### src/rtl/exc_seq_pkg.sv
package exc_seq_pkg;

    typedef enum logic [2:0] {
        S_HOLD,
        S_RST_PC,
        S_RST_SP,
        S_IDLE,
        S_PUSH_SR,
        S_PUSH_PC,
        S_VEC
    } seq_state_e;

    typedef enum logic [2:0] {
        C_NONE,
        C_ADDR,
        C_IRQ,
        C_SLOT,
        C_ILLEG,
        C_TRAP
    } cause_e;

endpackage

### src/rtl/exc_pick.sv
module exc_pick
    import exc_seq_pkg::*;
#(
    parameter int VW        = 8,
    parameter int LW        = 4,
    parameter int VEC_ADDR  = 9,
    parameter int VEC_ILLEG = 4,
    parameter int VEC_SLOT  = 6
) (
    input  logic          insn_done,
    input  logic          addr_err,
    input  logic          irq_req,
    input  logic [LW-1:0] irq_lvl,
    input  logic [VW-1:0] irq_vec,
    input  logic          trap_dec,
    input  logic [VW-1:0] trap_imm,
    input  logic          illeg_dec,
    input  logic          slot_illeg_dec,
    output cause_e        cause,
    output logic [VW-1:0] vec,
    output logic [LW-1:0] lvl
);

    // Fixed priority: boundary-gated causes first, then decode causes.
    always_comb begin
        cause = C_NONE;
        vec   = '0;
        lvl   = irq_lvl;
        if (insn_done && addr_err) begin
            cause = C_ADDR;
            vec   = VW'(VEC_ADDR);
        end else if (insn_done && irq_req) begin
            cause = C_IRQ;
            vec   = irq_vec;
        end else if (slot_illeg_dec) begin
            cause = C_SLOT;
            vec   = VW'(VEC_SLOT);
        end else if (illeg_dec) begin
            cause = C_ILLEG;
            vec   = VW'(VEC_ILLEG);
        end else if (trap_dec) begin
            cause = C_TRAP;
            vec   = trap_imm;
        end
    end

endmodule

### src/rtl/exc_seq.sv
module exc_seq
    import exc_seq_pkg::*;
#(
    parameter int DW = 32,
    parameter int VW = 8,
    parameter int LW = 4
) (
    input  logic          clk,
    input  logic          reset_pin,
    input  logic          nmi_lvl,
    input  logic          insn_done,
    input  cause_e        cause,
    input  logic [VW-1:0] vec,
    input  logic [LW-1:0] lvl,
    input  logic [DW-1:0] sr_in,
    input  logic [DW-1:0] pc_in,
    input  logic [DW-1:0] sp_in,
    input  logic [DW-1:0] vbr_in,
    input  logic [DW-1:0] mem_rdata,
    input  logic          mem_ack,
    output logic          mem_req,
    output logic          mem_we,
    output logic [DW-1:0] mem_addr,
    output logic [DW-1:0] mem_wdata,
    output logic          busy,
    output logic          fin_rst,
    output logic          fin_exc,
    output logic [DW-1:0] pc_buf,
    output logic [DW-1:0] sp_new,
    output logic [LW-1:0] lvl_out,
    output logic          irq_out
);

    localparam int STEP = DW / 8;
    localparam int WB   = $clog2(STEP);
    localparam logic [DW-1:0] POR_PC = '0;
    localparam logic [DW-1:0] POR_SP = DW'(STEP);
    localparam logic [DW-1:0] MAN_PC = DW'(2 * STEP);
    localparam logic [DW-1:0] MAN_SP = DW'(3 * STEP);

    seq_state_e    state_q, state_n;
    cause_e        cause_q;
    logic          por_q;
    logic [VW-1:0] vec_q;
    logic [LW-1:0] lvl_q;
    logic [DW-1:0] sr_q, pc_q, sp_q, vbr_q, pcbuf_q;
    logic [DW-1:0] vec_off;

    assign vec_off = {{(DW-VW-WB){1'b0}}, vec_q, {WB{1'b0}}};

    // State register
    always_ff @(posedge clk or negedge reset_pin) begin
        if (!reset_pin) state_q <= S_HOLD;
        else            state_q <= state_n;
    end

    // Next state
    always_comb begin
        state_n = state_q;
        unique case (state_q)
            S_HOLD:    state_n = S_RST_PC;
            S_RST_PC:  if (mem_ack) state_n = S_RST_SP;
            S_RST_SP:  if (mem_ack) state_n = S_IDLE;
            S_IDLE:    if (cause != C_NONE) state_n = S_PUSH_SR;
            S_PUSH_SR: if (mem_ack) state_n = S_PUSH_PC;
            S_PUSH_PC: if (mem_ack) state_n = S_VEC;
            S_VEC:     if (mem_ack) state_n = S_IDLE;
            default:   state_n = S_HOLD;
        endcase
    end

    // Context captured at reset release and at acceptance
    always_ff @(posedge clk or negedge reset_pin) begin
        if (!reset_pin) begin
            por_q   <= 1'b0;
            cause_q <= C_NONE;
            vec_q   <= '0;
            lvl_q   <= '0;
            sr_q    <= '0;
            pc_q    <= '0;
            sp_q    <= '0;
            vbr_q   <= '0;
            pcbuf_q <= '0;
        end else begin
            if (state_q == S_HOLD) por_q <= nmi_lvl;
            if (state_q == S_RST_PC && mem_ack) pcbuf_q <= mem_rdata;
            if (state_q == S_IDLE && cause != C_NONE) begin
                cause_q <= cause;
                vec_q   <= vec;
                lvl_q   <= lvl;
                sr_q    <= sr_in;
                pc_q    <= pc_in;
                sp_q    <= sp_in;
                vbr_q   <= vbr_in;
            end
        end
    end

    // Outputs
    always_comb begin
        mem_req   = 1'b0;
        mem_we    = 1'b0;
        mem_addr  = '0;
        mem_wdata = '0;
        fin_rst   = 1'b0;
        fin_exc   = 1'b0;
        busy      = 1'b1;
        unique case (state_q)
            S_HOLD: ;
            S_RST_PC: begin
                mem_req  = 1'b1;
                mem_addr = por_q ? POR_PC : MAN_PC;
            end
            S_RST_SP: begin
                mem_req  = 1'b1;
                mem_addr = por_q ? POR_SP : MAN_SP;
                fin_rst  = mem_ack;
            end
            S_IDLE: busy = 1'b0;
            S_PUSH_SR: begin
                mem_req   = 1'b1;
                mem_we    = 1'b1;
                mem_addr  = sp_q - DW'(STEP);
                mem_wdata = sr_q;
            end
            S_PUSH_PC: begin
                mem_req   = 1'b1;
                mem_we    = 1'b1;
                mem_addr  = sp_q - DW'(2 * STEP);
                mem_wdata = pc_q;
            end
            S_VEC: begin
                mem_req  = 1'b1;
                mem_addr = vbr_q + vec_off;
                fin_exc  = mem_ack;
            end
            default: ;
        endcase
    end

    assign pc_buf  = pcbuf_q;
    assign sp_new  = sp_q - DW'(2 * STEP);
    assign lvl_out = lvl_q;
    assign irq_out = (cause_q == C_IRQ);

    // a request is held unchanged until it is acknowledged
    p_req_hold_r10: assert property (@(posedge clk) disable iff (!reset_pin)
        mem_req && !mem_ack |=> mem_req && $stable(mem_addr) && $stable(mem_we) && $stable(mem_wdata));

    // an interrupt is accepted only at an instruction boundary
    p_irq_boundary_r8: assert property (@(posedge clk) disable iff (!reset_pin)
        (state_q == S_IDLE && cause == C_IRQ) |-> insn_done);

    // the PC push follows the SR push one word further down
    p_push_order_r4: assert property (@(posedge clk) disable iff (!reset_pin)
        (state_q == S_PUSH_SR && mem_ack) |=> mem_we && (mem_addr == $past(mem_addr) - DW'(STEP)));

endmodule

### src/rtl/exc_commit.sv
module exc_commit #(
    parameter int DW = 32,
    parameter int LW = 4
) (
    input  logic          clk,
    input  logic          reset_pin,
    input  logic          fin_rst,
    input  logic          fin_exc,
    input  logic          irq_q,
    input  logic [DW-1:0] mem_rdata,
    input  logic [DW-1:0] pc_buf,
    input  logic [DW-1:0] sp_new,
    input  logic [LW-1:0] lvl_q,
    output logic          pc_we,
    output logic [DW-1:0] pc_val,
    output logic          sp_we,
    output logic [DW-1:0] sp_val,
    output logic          vbr_we,
    output logic [DW-1:0] vbr_val,
    output logic          mask_we,
    output logic [LW-1:0] mask_val
);

    always_ff @(posedge clk or negedge reset_pin) begin
        if (!reset_pin) begin
            pc_we    <= 1'b0;
            sp_we    <= 1'b0;
            vbr_we   <= 1'b0;
            mask_we  <= 1'b0;
            pc_val   <= '0;
            sp_val   <= '0;
            vbr_val  <= '0;
            mask_val <= '0;
        end else begin
            pc_we   <= fin_rst | fin_exc;
            sp_we   <= fin_rst | fin_exc;
            vbr_we  <= fin_rst;
            mask_we <= fin_rst | (fin_exc & irq_q);
            if (fin_rst) begin
                pc_val   <= pc_buf;
                sp_val   <= mem_rdata;
                vbr_val  <= '0;
                mask_val <= '1;
            end else if (fin_exc) begin
                pc_val <= mem_rdata;
                sp_val <= sp_new;
                if (irq_q) mask_val <= lvl_q;
            end
        end
    end

    // strobes last one cycle
    p_strobe_pulse_r12: assert property (@(posedge clk) disable iff (!reset_pin)
        pc_we |=> !pc_we && !sp_we && !vbr_we && !mask_we);

    // a reset commit writes every target with the reset values
    p_reset_commit_r2: assert property (@(posedge clk) disable iff (!reset_pin)
        vbr_we |-> pc_we && sp_we && mask_we && (vbr_val == '0) && (mask_val == '1));

    // the mask moves only together with a PC commit
    p_mask_with_pc_r7: assert property (@(posedge clk) disable iff (!reset_pin)
        mask_we |-> pc_we);

endmodule

### src/rtl/exc_entry_seq.sv
module exc_entry_seq
    import exc_seq_pkg::*;
#(
    parameter int DW        = 32,
    parameter int VW        = 8,
    parameter int LW        = 4,
    parameter int VEC_ADDR  = 9,
    parameter int VEC_ILLEG = 4,
    parameter int VEC_SLOT  = 6
) (
    input  logic          clk,
    input  logic          reset_pin,
    input  logic          nmi_lvl,
    input  logic          insn_done,
    input  logic          addr_err,
    input  logic          irq_req,
    input  logic [LW-1:0] irq_lvl,
    input  logic [VW-1:0] irq_vec,
    input  logic          trap_dec,
    input  logic [VW-1:0] trap_imm,
    input  logic          illeg_dec,
    input  logic          slot_illeg_dec,
    input  logic [DW-1:0] sr_in,
    input  logic [DW-1:0] pc_in,
    input  logic [DW-1:0] sp_in,
    input  logic [DW-1:0] vbr_in,
    output logic          mem_req,
    output logic          mem_we,
    output logic [DW-1:0] mem_addr,
    output logic [DW-1:0] mem_wdata,
    input  logic [DW-1:0] mem_rdata,
    input  logic          mem_ack,
    output logic          busy,
    output logic          pc_we,
    output logic [DW-1:0] pc_val,
    output logic          sp_we,
    output logic [DW-1:0] sp_val,
    output logic          vbr_we,
    output logic [DW-1:0] vbr_val,
    output logic          mask_we,
    output logic [LW-1:0] mask_val
);

    cause_e        cause;
    logic [VW-1:0] vec;
    logic [LW-1:0] lvl;
    logic          fin_rst, fin_exc, irq_q;
    logic [DW-1:0] pc_buf, sp_new;
    logic [LW-1:0] lvl_q;

    exc_pick #(
        .VW(VW), .LW(LW), .VEC_ADDR(VEC_ADDR), .VEC_ILLEG(VEC_ILLEG), .VEC_SLOT(VEC_SLOT)
    ) u_pick (
        .insn_done(insn_done), .addr_err(addr_err), .irq_req(irq_req),
        .irq_lvl(irq_lvl), .irq_vec(irq_vec), .trap_dec(trap_dec),
        .trap_imm(trap_imm), .illeg_dec(illeg_dec), .slot_illeg_dec(slot_illeg_dec),
        .cause(cause), .vec(vec), .lvl(lvl)
    );

    exc_seq #(.DW(DW), .VW(VW), .LW(LW)) u_seq (
        .clk(clk), .reset_pin(reset_pin), .nmi_lvl(nmi_lvl), .insn_done(insn_done),
        .cause(cause), .vec(vec), .lvl(lvl),
        .sr_in(sr_in), .pc_in(pc_in), .sp_in(sp_in), .vbr_in(vbr_in),
        .mem_rdata(mem_rdata), .mem_ack(mem_ack),
        .mem_req(mem_req), .mem_we(mem_we), .mem_addr(mem_addr), .mem_wdata(mem_wdata),
        .busy(busy), .fin_rst(fin_rst), .fin_exc(fin_exc),
        .pc_buf(pc_buf), .sp_new(sp_new), .lvl_out(lvl_q), .irq_out(irq_q)
    );

    exc_commit #(.DW(DW), .LW(LW)) u_commit (
        .clk(clk), .reset_pin(reset_pin), .fin_rst(fin_rst), .fin_exc(fin_exc),
        .irq_q(irq_q), .mem_rdata(mem_rdata), .pc_buf(pc_buf), .sp_new(sp_new),
        .lvl_q(lvl_q),
        .pc_we(pc_we), .pc_val(pc_val), .sp_we(sp_we), .sp_val(sp_val),
        .vbr_we(vbr_we), .vbr_val(vbr_val), .mask_we(mask_we), .mask_val(mask_val)
    );

    // the pipeline is released in the commit cycle
    p_busy_commit_r11: assert property (@(posedge clk) disable iff (!reset_pin)
        pc_we |-> !busy);

    // busy falls only together with a commit
    p_busy_fall_r11: assert property (@(posedge clk) disable iff (!reset_pin)
        $fell(busy) |-> pc_we);

endmodule

### config.mk
export PLATFORM = sky130hd
export DESIGN_NAME = exc_entry_seq
export DESIGN_NICKNAME = d
export VERILOG_FILES = /design/src/rtl/exc_seq_pkg.sv /design/src/rtl/exc_pick.sv /design/src/rtl/exc_seq.sv /design/src/rtl/exc_commit.sv /design/src/rtl/exc_entry_seq.sv
export SDC_FILE = /design/constraint.sdc
export NUM_CORES = 1
export LEC_CHECK = 0
export BUFFER_PORTS_ARGS = -buffer_cell sky130_fd_sc_hd__buf_2
export CAP_MARGIN = 5
export CELL_PAD_IN_SITES_DETAIL_PLACEMENT = 2
export CELL_PAD_IN_SITES_GLOBAL_PLACEMENT = 2
export CORE_MARGIN = 3
export CORE_UTILIZATION = 33
export CTS_BUF_LIST = sky130_fd_sc_hd__clkbuf_8 sky130_fd_sc_hd__clkbuf_16
export CTS_CLUSTER_SIZE = 20
export DETAILED_ROUTE_END_ITERATION = 10
export PLACE_DENSITY_LB_ADDON = 0.3
export SLEW_MARGIN = 30
export SYNTH_ARGS = -nofsm -noshare
export SYNTH_HDL_FRONTEND = slang
export SYNTH_HIERARCHICAL = 1
export SYNTH_SLANG_ARGS = --single-unit
### constraint.sdc
create_clock -name clk -period 4.6 [get_ports clk]
set_clock_uncertainty 0.1 [all_clocks]
set_input_delay 0.92 -clock clk [delete_from_list [all_inputs] [get_ports clk]]
set_output_delay 0.92 -clock clk [all_outputs]
set_load 0.01 [all_outputs]
==> flow_results.xml <==
<?xml version="1.0" encoding="UTF-8"?>
<metrics>
  <group name="timing">
    <metric name="final.setup.worst_slack" unit="ns">0.136</metric>
    <metric name="maximum_clock_rate" unit="GHz">0.224</metric>
    <metric name="rsz_0062_raised_after_global_routing" unit="">no</metric>
    <metric name="worst-slew-pin-transition" unit="ns">0.847</metric>
    <metric name="final_hold_violating_endpoints" unit="">0</metric>
    <metric name="finalSetupTns" unit="ns">0</metric>
    <metric name="setup-violations-final" unit="">0</metric>
    <metric name="finalMaxSlewViolations" unit="">0</metric>
    <metric name="normalized_max_slew_margin" unit="%">43.3</metric>
    <metric name="post-route-min-period" unit="ns">4.46</metric>
    <metric name="final_min_period_over_clock_period" unit="%">97.0</metric>
  </group>
  <group name="clock_network">
    <metric name="tritoncts.num_buffers" unit="">30</metric>
    <metric name="cts_tree" unit="">yes</metric>
    <metric name="clockRootBuffer" unit="">sky130_fd_sc_hd__clkbuf_16</metric>
    <metric name="clk_latency" unit="ns">0.57</metric>
    <metric name="htreeDepth" unit="">1</metric>
    <metric name="cts_hold_buf" unit="">0</metric>
    <metric name="total_number_of_clock_tree_sinks" unit="">250</metric>
    <metric name="clockBufferDepth" unit="">3</metric>
    <metric name="cts.reportedPaths.clkPinSlew" unit="ns">0.06</metric>
    <metric name="cts_post_setup_buffers_inserted" unit="">0</metric>
  </group>
  <group name="layout">
    <metric name="fillers" unit="">4192</metric>
    <metric name="finalNetCount" unit="">1709</metric>
    <metric name="layout_common_cells" unit="">sky130_fd_sc_hd__buf_2 (327), sky130_fd_sc_hd__dfrtp_1 (249), sky130_fd_sc_hd__mux2_2 (168), sky130_fd_sc_hd__nand2_1 (104), sky130_fd_sc_hd__o21ai_0 (99)</metric>
    <metric name="mostFrequentLayoutCell" unit="">sky130_fd_sc_hd__buf_2</metric>
    <metric name="synthToLayoutAreaGrowth" unit="%">24.6</metric>
    <metric name="post_route_cells_drive_above_1_share" unit="%">40.1</metric>
  </group>
  <group name="power">
    <metric name="tot_pwr" unit="mW">12.0</metric>
    <metric name="pwr_density_cell" unit="nW/um2">736</metric>
    <metric name="ir_worst_vdd" unit="mV">0.332</metric>
    <metric name="static_leakage" unit="nW">7.27</metric>
  </group>
  <group name="floorplanning">
    <metric name="starting_density_of_the_core" unit="%">33.7</metric>
    <metric name="row_count" unit="">72</metric>
    <metric name="top_level_ports" unit="">361</metric>
    <metric name="design.core.area" unit="um2">38900</metric>
    <metric name="die_h" unit="um">205</metric>
    <metric name="die-width" unit="um">205</metric>
    <metric name="die_area" unit="um2">42100</metric>
  </group>
  <group name="drt">
    <metric name="antenna_violating_nets_post_route" unit="">0</metric>
    <metric name="first_pass_iters" unit="">4</metric>
    <metric name="post-route-drc-count" unit="">0</metric>
    <metric name="detail_route.wirelength" unit="um">46800</metric>
    <metric name="via_count" unit="">10700</metric>
    <metric name="drt-vias-per-instance" unit="">5.21</metric>
    <metric name="wl_per_cell" unit="um">22.8</metric>
    <metric name="detail_route.iter0.violations" unit="">435</metric>
  </group>
  <group name="worst_setup_path">
    <metric name="arrival" unit="ns">3.44</metric>
    <metric name="critPathCaptureType" unit="">output port</metric>
    <metric name="crit_required" unit="ns">3.58</metric>
    <metric name="setup.worst_path.class" unit="">flip-flop to output port</metric>
    <metric name="setup.worst_path.start_class" unit="">flip-flop</metric>
    <metric name="timing.reg2reg.worst_path_depth" unit="">7</metric>
    <metric name="timing.critical_path.fanout_max" unit="">6</metric>
  </group>
  <group name="global_routing">
    <metric name="grt_pass1_vias" unit="">11700</metric>
    <metric name="grt_remaining_overflow" unit="">0</metric>
    <metric name="grt_pass1_wl" unit="um">71400</metric>
    <metric name="number_of_antenna_violations_at_the_first_check_in_global_routing" unit="">11</metric>
    <metric name="grt_start_max_net_pins" unit="">105</metric>
    <metric name="gr-usage-all-layers" unit="%">21.8</metric>
  </group>
  <group name="synthesis">
    <metric name="async_flop_share" unit="%">100</metric>
    <metric name="syn_inst" unit="">1200</metric>
    <metric name="yosys.cell_types.count" unit="">70</metric>
    <metric name="ys_seq_elements" unit="">250</metric>
    <metric name="synth_area" unit="um2">13100</metric>
    <metric name="proportion_of_synthesized_chip_area_in_sequential_cells" unit="%">47.8</metric>
    <metric name="syn_avg_cell_area" unit="um2">10.9</metric>
    <metric name="number_of_synthesized_flops_with_an_enable_pin" unit="">0</metric>
    <metric name="synth_flop_cell" unit="">sky130_fd_sc_hd__dfrtp_1</metric>
    <metric name="yosys_warnings" unit="">6</metric>
  </group>
  <group name="min_path">
    <metric name="worst_hold_path_type" unit="">input pin to asynchronous set/reset pin</metric>
  </group>
  <group name="run">
    <metric name="cap_violations" unit="">0</metric>
  </group>
  <group name="run_status">
    <metric name="status" unit="">completed</metric>
  </group>
  <group name="placement">
    <metric name="gp_congestion" unit="">0.808</metric>
    <metric name="dp_worst_setup_slack" unit="ns">0.384</metric>
    <metric name="port-buffer-count" unit="">328</metric>
    <metric name="post-dp-hpwl" unit="um">35000</metric>
  </group>
</metrics>
==> synthesized netlist by cell type (21+ instances only) <==
cell type	instances	area share (%)
sky130_fd_sc_hd__dfrtp_1	250	48
sky130_fd_sc_hd__mux2_2	168	14
sky130_fd_sc_hd__nand2_1	104	3.0
sky130_fd_sc_hd__o21ai_0	99	3.8
sky130_fd_sc_hd__mux2i_1	65	5.0
sky130_fd_sc_hd__clkbuf_1	51	1.5
sky130_fd_sc_hd__nor2_1	43	1.2
sky130_fd_sc_hd__buf_4	41	2.3
sky130_fd_sc_hd__a22o_1	38	2.5
sky130_fd_sc_hd__a21oi_1	37	1.4
sky130_fd_sc_hd__xnor2_1	28	1.9
sky130_fd_sc_hd__xor2_1	24	1.6
sky130_fd_sc_hd__nand3_1	23	0.88
sky130_fd_sc_hd__nor3_1	21	0.80
==> sequential cells by signal (all words and copies together) (netlist names), 8 cells and up <==
signal           flops
u_seq/sp_q          32
u_commit/pc_val     32
u_seq/pc_q          32
u_seq/vbr_q         32
u_commit/sp_val     32
u_seq/vec_q          8
u_seq/sr_q          32
u_seq/pc_buf        32
==> report_power, final <==
| part | switching (mW) | internal, mW |
|---|---|---|
| sequential | 0.974 | 3.31 |
| combinational | 2.78 | 2.37 |
| clock | 0.963 | 1.62 |
| total | 4.72 | 7.29 |
==> final cells by class <==
| class | count | area, um2 | share of cell area [%] |
|---|---|---|---|
| inverters | 15 | 56.3 | 0.345 |
| diodes | 6 | 15.0 | 0.0920 |
| clock inverters | 15 | 198 | 1.21 |
| clock buffers | 39 | 886 | 5.43 |
| repair buffers | 353 | 1900 | 11.6 |
| multi-input cells | 853 | 6370 | 39.0 |
| flip-flops and latches | 250 | 6260 | 38.3 |
| well taps | 518 | 648 | 3.97 |
==> path summary, 6_finish.rpt <==
path | slack (ns) | from | to
max | 0.14 | u_seq/sp_q[22] | mem_addr[31]
min | 0.29 | reset_pin | u_commit/pc_val[10]
max reg2reg | 1.45 | u_seq/sp_q[16] | u_commit/sp_val[25]
min reg2reg | 0.38 | u_seq/pc_buf[30] | u_commit/pc_val[30]
max in group asynchronous | 3.19 | reset_pin | u_seq/sr_q[17]
min in group clk | 0.38 | u_seq/pc_buf[30] | u_commit/pc_val[30]
==> metrics by stage <==
step | cells | hold WS [ns] | utilization, % | instance area (um2)
final | 2049 | 0.289 | 41.9 | 16300
after global routing | 2045 | 0.346 | 41.9 | 16300
after CTS | 2042 | 0.318 | 41.7 | 16200
after detailed placement | 1988 | 0.368 | 38.8 | 15100
after global placement | 1988 | 0.354 | 38.8 | 15100
after floorplan | 1231 | 0.348 | - | 13200
==> kinds of logic (layout without fill, tap and decap cells) <==
kind of cell	count (synthesis)	after routing	share of synthesized area [%]
buffers and inverters	128	422	5.39
other	1	38	0.0286
multiplexers	233	233	19.4
AND/OR/NAND/NOR	267	267	9.89
adder cells (fa/ha/maj)	16	16	1.59
AO/OA/AOI/OAI	253	253	12.5
XOR/XNOR	52	52	3.48
flip-flops	250	250	47.8
==> worst max-delay path: stages (launching register included) <==
cell	delay, ns
sky130_fd_sc_hd__dfrtp_1	0.46
sky130_fd_sc_hd__or4_4	0.59
sky130_fd_sc_hd__or4_4	0.50
sky130_fd_sc_hd__or4b_4	0.52
sky130_fd_sc_hd__or3b_1	0.37
sky130_fd_sc_hd__a21o_1	0.21
sky130_fd_sc_hd__nand3_2	0.09
sky130_fd_sc_hd__buf_2	0.13
==> layer usage <==
layer	track usage [%]	vias up	wire length (um)
met4	4.37	12	818
met2	37.8	281	23200
met5	0	-	89
met3	5.71	55	3130
met1	27.6	5462	19600
li1	-	4866	-
==> timing repair <==
item                       CTS  global route
cloned                       0             0
setup endpoints to repair    6            11
gates resized for setup      5            10
No activity file was read; power rests on OpenSTA's default activity.
